`src/rtl/cyct_pkg.sv`:
```
package cyct_pkg;

   // register select values taken from the low address bits
   typedef enum logic [2:0] {
      SEL_ENABLE   = 3'd3,
      SEL_RELOAD   = 3'd4,
      SEL_LATCH_HI = 3'd5,
      SEL_LATCH_LO = 3'd6
   } cyct_sel_e;

   // one-cycle write strobes produced by the decoder
   typedef struct packed {
      logic enable;
      logic reload;
      logic latch_hi;
      logic latch_lo;
   } cyct_wr_s;

endpackage

```
`src/rtl/cyct_decode.sv`:
```
module cyct_decode
   import cyct_pkg::*;
#(
   parameter int ADDR_W   = 16,
   parameter int PAGE_W   = 4,
   parameter int SEL_W    = 3,
   parameter int PAGE_VAL = 9
) (
   input  logic [PAGE_W-1:0] page_bits,
   input  logic [SEL_W-1:0]  sel_bits,
   input  logic              cpu_rw,
   output cyct_wr_s          wr
);

   localparam logic [PAGE_W-1:0] PAGE_MATCH = PAGE_W'(PAGE_VAL);

   logic hit;

   if (ADDR_W < PAGE_W + SEL_W) begin : g_bad_addr
      $error("cyct_decode: address too narrow for page and select fields");
   end

   assign hit = (page_bits == PAGE_MATCH) && !cpu_rw;

   always_comb begin
      wr = '0;
      if (hit) begin
         unique case (sel_bits)
            SEL_W'(SEL_ENABLE):   wr.enable   = 1'b1;
            SEL_W'(SEL_RELOAD):   wr.reload   = 1'b1;
            SEL_W'(SEL_LATCH_HI): wr.latch_hi = 1'b1;
            SEL_W'(SEL_LATCH_LO): wr.latch_lo = 1'b1;
            default:              wr = '0;
         endcase
      end
   end

endmodule

```
`src/rtl/cyct_latch.sv`:
```
module cyct_latch #(
   parameter int DATA_W = 8,
   parameter int CNT_W  = 16
) (
   input  logic                         clk,
   input  logic                         rst_n,
   input  logic [CNT_W/DATA_W-1:0]      byte_we,
   input  logic [DATA_W-1:0]            wdata,
   output logic [CNT_W-1:0]             value
);

   localparam int BYTES = CNT_W / DATA_W;

   if (BYTES * DATA_W != CNT_W) begin : g_bad_split
      $error("cyct_latch: counter width must be a whole number of bytes");
   end

   // one independently written register per byte lane
   for (genvar b = 0; b < BYTES; b++) begin : g_lane
      always_ff @(posedge clk or negedge rst_n) begin
         if (!rst_n)
            value[b*DATA_W +: DATA_W] <= '0;
         else if (byte_we[b])
            value[b*DATA_W +: DATA_W] <= wdata;
      end
   end

endmodule

```
`src/rtl/cyct_counter.sv`:
```
module cyct_counter #(
   parameter int CNT_W = 16
) (
   input  logic             clk,
   input  logic             rst_n,
   input  logic             en_wr,
   input  logic             en_val,
   input  logic             reload,
   input  logic [CNT_W-1:0] load_val,
   output logic [CNT_W-1:0] cnt,
   output logic             en_q,
   output logic             irq_q
);

   localparam logic [CNT_W-1:0] ONE = CNT_W'(1);

   logic terminal;
   logic step;

   // counting uses the enable value held before this edge
   assign step     = en_q && !reload && (cnt != '0);
   assign terminal = step && (cnt == ONE);

   always_ff @(posedge clk or negedge rst_n) begin
      if (!rst_n)
         cnt <= '0;
      else if (reload)
         cnt <= load_val;
      else if (step)
         cnt <= cnt - ONE;
   end

   always_ff @(posedge clk or negedge rst_n) begin
      if (!rst_n)
         en_q <= 1'b0;
      else if (en_wr)
         en_q <= en_val;
   end

   // a new terminal event beats an acknowledge on the same edge
   always_ff @(posedge clk or negedge rst_n) begin
      if (!rst_n)
         irq_q <= 1'b0;
      else
         irq_q <= terminal | (irq_q & ~en_wr);
   end

endmodule

```
`src/rtl/cyc_timer.sv`:
```
module cyc_timer
   import cyct_pkg::*;
#(
   parameter int ADDR_W   = 16,
   parameter int DATA_W   = 8,
   parameter int CNT_W    = 16,
   parameter int PAGE_W   = 4,
   parameter int PAGE_VAL = 9,
   parameter int SEL_W    = 3,
   parameter int EN_BIT   = 7
) (
   input  logic              clk,
   input  logic              rst_n,
   input  logic [ADDR_W-1:0] cpu_addr,
   input  logic [DATA_W-1:0] cpu_data,
   input  logic              cpu_rw,
   output logic              irq_n
);

   localparam int BYTES = CNT_W / DATA_W;

   if (BYTES != 2) begin : g_bad_bytes
      $error("cyc_timer: exactly two byte lanes are addressable");
   end
   if (EN_BIT >= DATA_W) begin : g_bad_en
      $error("cyc_timer: enable bit outside data bus");
   end

   cyct_wr_s         wr_s;
   logic [CNT_W-1:0] latch_q;
   logic [CNT_W-1:0] cnt_q;
   logic             en_q;
   logic             irq_q;
   logic             unused_addr_bits;

   assign unused_addr_bits = ^cpu_addr[ADDR_W-PAGE_W-1:SEL_W];

   cyct_decode #(
      .ADDR_W  (ADDR_W),
      .PAGE_W  (PAGE_W),
      .SEL_W   (SEL_W),
      .PAGE_VAL(PAGE_VAL)
   ) u_decode (
      .page_bits(cpu_addr[ADDR_W-1 -: PAGE_W]),
      .sel_bits (cpu_addr[SEL_W-1:0]),
      .cpu_rw   (cpu_rw),
      .wr       (wr_s)
   );

   cyct_latch #(
      .DATA_W(DATA_W),
      .CNT_W (CNT_W)
   ) u_latch (
      .clk    (clk),
      .rst_n  (rst_n),
      .byte_we({wr_s.latch_hi, wr_s.latch_lo}),
      .wdata  (cpu_data),
      .value  (latch_q)
   );

   cyct_counter #(
      .CNT_W(CNT_W)
   ) u_counter (
      .clk     (clk),
      .rst_n   (rst_n),
      .en_wr   (wr_s.enable),
      .en_val  (cpu_data[EN_BIT]),
      .reload  (wr_s.reload),
      .load_val(latch_q),
      .cnt     (cnt_q),
      .en_q    (en_q),
      .irq_q   (irq_q)
   );

   assign irq_n = ~irq_q;

endmodule

```
`config.mk`:
```
export PLATFORM = sky130hd
export DESIGN_NAME = cyc_timer
export DESIGN_NICKNAME = d
export VERILOG_FILES = /design/src/rtl/cyct_pkg.sv /design/src/rtl/cyct_decode.sv /design/src/rtl/cyct_latch.sv /design/src/rtl/cyct_counter.sv /design/src/rtl/cyc_timer.sv
export SDC_FILE = /design/constraint.sdc
export NUM_CORES = 1
export LEC_CHECK = 0
export ABC_CLOCK_PERIOD_IN_PS = 2850
export BUFFER_PORTS_ARGS = -buffer_cell sky130_fd_sc_hd__buf_2
export CELL_PAD_IN_SITES_DETAIL_PLACEMENT = 0
export CELL_PAD_IN_SITES_GLOBAL_PLACEMENT = 1
export CORE_MARGIN = 4
export CORE_UTILIZATION = 46
export CTS_BUF_LIST = sky130_fd_sc_hd__clkbuf_2 sky130_fd_sc_hd__clkbuf_4 sky130_fd_sc_hd__clkbuf_8
export DETAILED_ROUTE_END_ITERATION = 12
export HOLD_SLACK_MARGIN = 0.06
export PLACE_DENSITY_LB_ADDON = 0.08
export SETUP_SLACK_MARGIN = 0.1
export SYNTH_ARGS = -nofsm -noshare
export SYNTH_HDL_FRONTEND = slang
export SYNTH_SLANG_ARGS = --single-unit
```
`constraint.sdc`:
```
create_clock -name clk -period 2.85 [get_ports clk]
set_input_delay 0.57 -clock clk [delete_from_list [all_inputs] [get_ports clk]]
set_output_delay 0.57 -clock clk [all_outputs]
set_load 0.1 [all_outputs]
```
; Word level (Yosys, flattened, before mapping)
; Index checks and enable logic that the tools add are counted.
[totals]
ff_bits = 34
out_inout_bits = 1
word_cells = 31
in_bits = 27
[classes]
bitwise_logic = 4
n_mux = 7
n_addsub = 1
n_reduce_logical = 8
n_eq_ne = 6
[op_table]
columns = cell, count
row1 = $mux W16, 2
row2 = $eq A16 B1 Y1 const B, 1
row3 = $reduce_bool A16 Y1, 1
row4 = $sub A16 B1 Y16 const B, 1
row5 = $eq A3 B3 Y1 const B, 3
row6 = $eq A4 B4 Y1 const B, 1
row7 = $logic_and A1 B1 Y1, 4
row8 = $mux W1, 4
row9 = $mux W4, 1
row10 = $eq A3 B2 Y1 const B, 1
row11 = $logic_not A1 Y1, 2
row12 = $not A1 Y1, 2
row13 = $reduce_bool A2 Y1, 1
row14 = $and A1 B1 Y1, 1
row15 = $or A1 B1 Y1, 1

; Depth between registers and ports, before layout
[logic_depth]
ltp_word = 8
ltp_mapped = 7
depth_no_buf = 6

; Hierarchy
; Synthesis repeated with hierarchy kept, for this count alone.
[hier_totals]
cells_unflattened = 171
hier_area_um2 = 1853.0
[modules_own_cells]
columns = module, area_each_um2, cells_per_inst, n_inst
row1 = cyct_counter, 1111.1, 128, 1
row2 = cyct_latch, 663.1, 34, 1
row3 = cyct_decode, 75.1, 8, 1
row4 = cyc_timer, 3.8, 1, 1

; Worst setup path after synthesis
; OpenSTA, ideal clock, no wires.
[synth_path]
kind = input to register
from = input cpu_addr[13]
to = register u_latch.value[4]
path_slack_ns = 0.733
arrival_time_ns = 1.989
path_buffers = 1
path_stages = 5
path_cell_list = nor4b_1 > nand3_1 > or3b_1 > clkbuf_1 > mux2_1
[synth_between]
elab_chain_cells = 3
[synth_lines]
columns = item, line_no
row1 = from (decl), cyc_timer.sv:14  ; input logic [ADDR_W-1:0] cpu_addr,
row2 = $eq A4 B4 Y1, cyct_decode.sv:23  ; assign hit = (page_bits == PAGE_MATCH) && !cpu_rw;
row3 = $logic_and A1 B1 Y1, cyct_decode.sv:23
row4 = $mux W4, cyct_decode.sv:27  ; if (hit) begin
row5 = "to (signal, indexed assignment)", cyct_latch.sv:24  ; value[b*DATA_W +: DATA_W] <= wdata;
row6 = to (decl), cyct_latch.sv:9  ; output logic [CNT_W-1:0] value
; No other way between the ends.
; A chain may end at the register's enable or synchronous reset.

; Worst setup path after layout
[layout_path]
from = register u_counter.cnt[8]
to = register u_counter.cnt[15]
[layout_between]
elab_chain_cells = 3
[layout_lines]
columns = item, line_no
row1 = from (decl), cyct_counter.sv:10  ; output logic [CNT_W-1:0] cnt,
row2 = from (signal assigned), cyct_counter.sv:28  ; cnt <= load_val;
row3 = from (signal assigned), cyct_counter.sv:30  ; cnt <= cnt - ONE;
row4 = $sub A16 B1 Y16 / $reduce_bool A16 Y1 (equally long branches), "cyct_counter.sv:30, cyct_counter.sv:21"
row5 = $mux W16 / $logic_and A1 B1 Y1 (equally long branches), "cyct_counter.sv:29, cyct_counter.sv:21"
row6 = $mux W16 / $reduce_bool A2 Y1 (equally long branches), n/a
; Parallel ways exist; a longest one is shown, timed or not. The select of a mux whose other input is x is not followed.

==> impl_metrics.csv <==
group,metric,value,unit
grt,grt_max_degree,35,
grt,grtUsageTotal,0.168,
sta,fin_setup_tns,0,ns
route,wl,3630,um
power_and_ir_drop,power.leakage,0.000824,uW
floorplan,dieArea,4830,um2
floorplan,core,3660,um2
route,drcViolationCount,0,
logic_synthesis,synthAdderAreaFrac,0.0144,
logic_synthesis,ys_seq_area_frac,0.489,
logic_synthesis,yosysWarnings,0,
logic_synthesis,synth_compound_area_frac,0.130,
logic_synthesis,netlist-cell-type-count,41,
critical_path,worstPathArrival,2.44,ns
clock_network,h-tree-depth,2,
sta,slew_headroom,0.507,
route,wire_per_inst,15.9,um
critical_path,worstPathRequired,3.03,ns
critical_path,critPathKind,"reg2reg",
critical_path,reg2regPathDepth,5,
logic_synthesis,synth_top_family_by_area,"simple AND/OR/NAND/NOR gates",
route,drt_iter0_markers,49,
cells_and_area,drive_gt1_frac,0.322,
logic_synthesis,avgSynthCellArea,11.0,um2
clock_network,root_buffer,"clkbuf_8",
sta,fin_crit_sh,0.790,
sta,clock_skew,0.0112,ns
route,vias_per_cell,5.62,
logic_synthesis,synth_mux_area_frac,0.110,
power_and_ir_drop,power,1350,uW
cells_and_area,diodes,0,
placed_design,dp_cells,220,
critical_path,regToRegStartpoint,"u_counter.cnt[8]$_DFFE_PN0P_",
cells_and_area,mostFrequentLayoutCells,"dfrtp_1 (34), buf_2 (18), nand2_1 (17)",
sta,clock.fmax,0.444,GHz
cells_and_area,stdcell_count,228,
sta,worst_pin_slew,0.739,ns
clock_network,clkTransAtPathRegs,0.08,ns
logic_synthesis,yosys.area_share.xor_xnor,0.0352,
logic_synthesis,synth_edf_count,0,
route,drt-pass1-iter-count,4,
sta,hold_viol_final,0,
critical_path,endpoint_kind,"register",
cells_and_area,layout_commonest_cell,"dfrtp_1",
worst_hold_path,hold_path_class,"in2async",
cells_and_area,layout.nets,208,
grt,grt_pass1_wl,6460,um
run_status,status,"completed",
floorplan,rows,22,
critical_path,r2r_slack,0.60,ns
critical_path,cpPeakStageDelay,0.69,ns
route,vias,1282,
floorplan,fp.dieH,69.5,um
cells_and_area,final_core_utilization,0.552,
clock_network,clock_path_buffers,2,
route,drtAntennaViolNets,0,
logic_synthesis,ys.flop_type,"dfrtp_1",
clock_network,clock-sinks,34,
power_and_ir_drop,vdd_drop_max,434,uV
grt,overflow,0,
power_and_ir_drop,power_density,669,nW/um2
critical_path,cp_max_fo,9,
clock_network,ctsHoldBuffers,0,
cells_and_area,syn_to_final_growth,15.9,%
cells_and_area,n_fill_cell,309,
logic_synthesis,syn-num-nets,187,
sta,rsz0062_at_grt,"false",
logic_synthesis,synth_cells,158,
grt,antenna_found_initial,0,
placed_design,place_congestion,0.808,
grt,grt_pass1_vias,1326,
clock_network,cts_resized,0,
placed_design,io_buffers,18,
logic_synthesis,synthSimpleGateAreaFrac,0.196,
floorplan,pin_count,28,
logic_synthesis,ys_async_sr_fraction,1.00,
critical_path,crit_chain,"or4_1 -> or3_4 -> o41ai_1 -> o311ai_1 -> o21a_1",
clock_network,cts_tree,"yes",
clock_network,cts_buffers,5,
run,maxCapViolCount,0,
sta,drv_slew,0,
floorplan,die_x,69.5,um
logic_synthesis,netlist_area,1740,um2
sta,post-route-min-period,2.25,ns
critical_path,r2r-end,"u_counter.cnt[15]$_DFFE_PN0P_",
logic_synthesis,synth.ff_latch_count,34,
critical_path,crit_path_start_kind,"register",
critical_path,slowest_stage,"or4_1",
floorplan,initial_core_util,0.476,
sta,setup_violations,0,
clock_network,cts_setup_buffers,0,
clock_network,insertion_delay,0.29,ns
==> worst max-delay path, delay by kind of cell, from the launching register on <==
| family | cells | cell delay (ns) |
|---|---|---|
| simple gates | 2 | 1.10 |
| flops | 1 | 0.40 |
| compound gates | 3 | 0.65 |
==> through the flow <==
step | instance area (um2) | worst slack, ns | hold slack, ns
floorplan | 1740 | 0.733 | 0.274
global placement | 1880 | 0.518 | 0.470
detailed placement | 1880 | 0.437 | 0.485
CTS | 2020 | 0.576 | 0.371
global route | 2020 | 0.460 | 0.397
finish | 2020 | 0.598 | 0.337
==> Yosys cell counts (all sizes together) (3+ instances only) <==
| library cell | count | area, um2 |
|---|---|---|
| a21oi | 6 | 30.0 |
| a31oi | 3 | 18.8 |
| clkbuf | 5 | 18.8 |
| dfrtp | 34 | 851 |
| inv | 4 | 15.0 |
| mux2 | 17 | 191 |
| nand2 | 17 | 63.8 |
| nand3 | 5 | 25.0 |
| nor2 | 10 | 37.5 |
| nor3 | 4 | 20.0 |
| nor4 | 4 | 52.6 |
| o21ai | 11 | 66.3 |
| or3 | 4 | 35.0 |
| or4 | 5 | 45.0 |
| xnor2 | 7 | 61.3 |
==> power by group <==
part / switching, uW / internal [uW] / total [uW]
combinational: 98.7 / 90.5 / 189
clock: 185 / 350 / 535
sequential: 72.4 / 554 / 626
==> flip-flops by register name, indices dropped and copies added (netlist names) <==
name / count
u_latch.value: 16
u_counter.en_q: 1
u_counter.cnt: 16
u_counter.irq_q: 1
==> layout make-up <==
| class | count | area [um2] | area share |
|---|---|---|---|
| sequential | 34 | 851 | 0.421 |
| multi-input combinational | 114 | 851 | 0.421 |
| timing repair buffer | 20 | 105 | 0.0520 |
| clock buffer | 5 | 68.8 | 0.0341 |
| clock inverter | 3 | 68.8 | 0.0341 |
| tap | 48 | 60.1 | 0.0297 |
| inverter | 4 | 15.0 | 0.00743 |
==> metal layers <==
layer,track usage,share of wire
met2,0.268,0.47
met5,0,0
met3,0.0319,0.034
met4,0.0586,0.013
met1,0.230,0.48
==> worst max-delay path by stage <==
| stage | from | end | cells past startpoint |
|---|---|---|---|
| floorplan | cpu_addr[13] | u_latch.value[4]$_DFFE_PN0P_ | 5 |
| global placement | cpu_addr[13] | u_latch.value[4]$_DFFE_PN0P_ | 5 |
| detailed placement | cpu_addr[13] | u_latch.value[4]$_DFFE_PN0P_ | 5 |
| CTS | u_counter.cnt[8]$_DFFE_PN0P_ | u_counter.cnt[15]$_DFFE_PN0P_ | 5 |
| global route | u_counter.cnt[4]$_DFFE_PN0P_ | u_counter.cnt[9]$_DFFE_PN0P_ | 5 |
| finish | u_counter.cnt[8]$_DFFE_PN0P_ | u_counter.cnt[15]$_DFFE_PN0P_ | 5 |
==> cell families after synthesis <==
family,count (synthesis)
adder cells (fa/ha/maj),2
AND/OR/NAND/NOR,57
flip-flops,34
XOR/XNOR,7
buffers and inverters,10
AO/OA/AOI/OAI,31
multiplexers,17
Note: power is estimated with default switching activity, not from simulation.
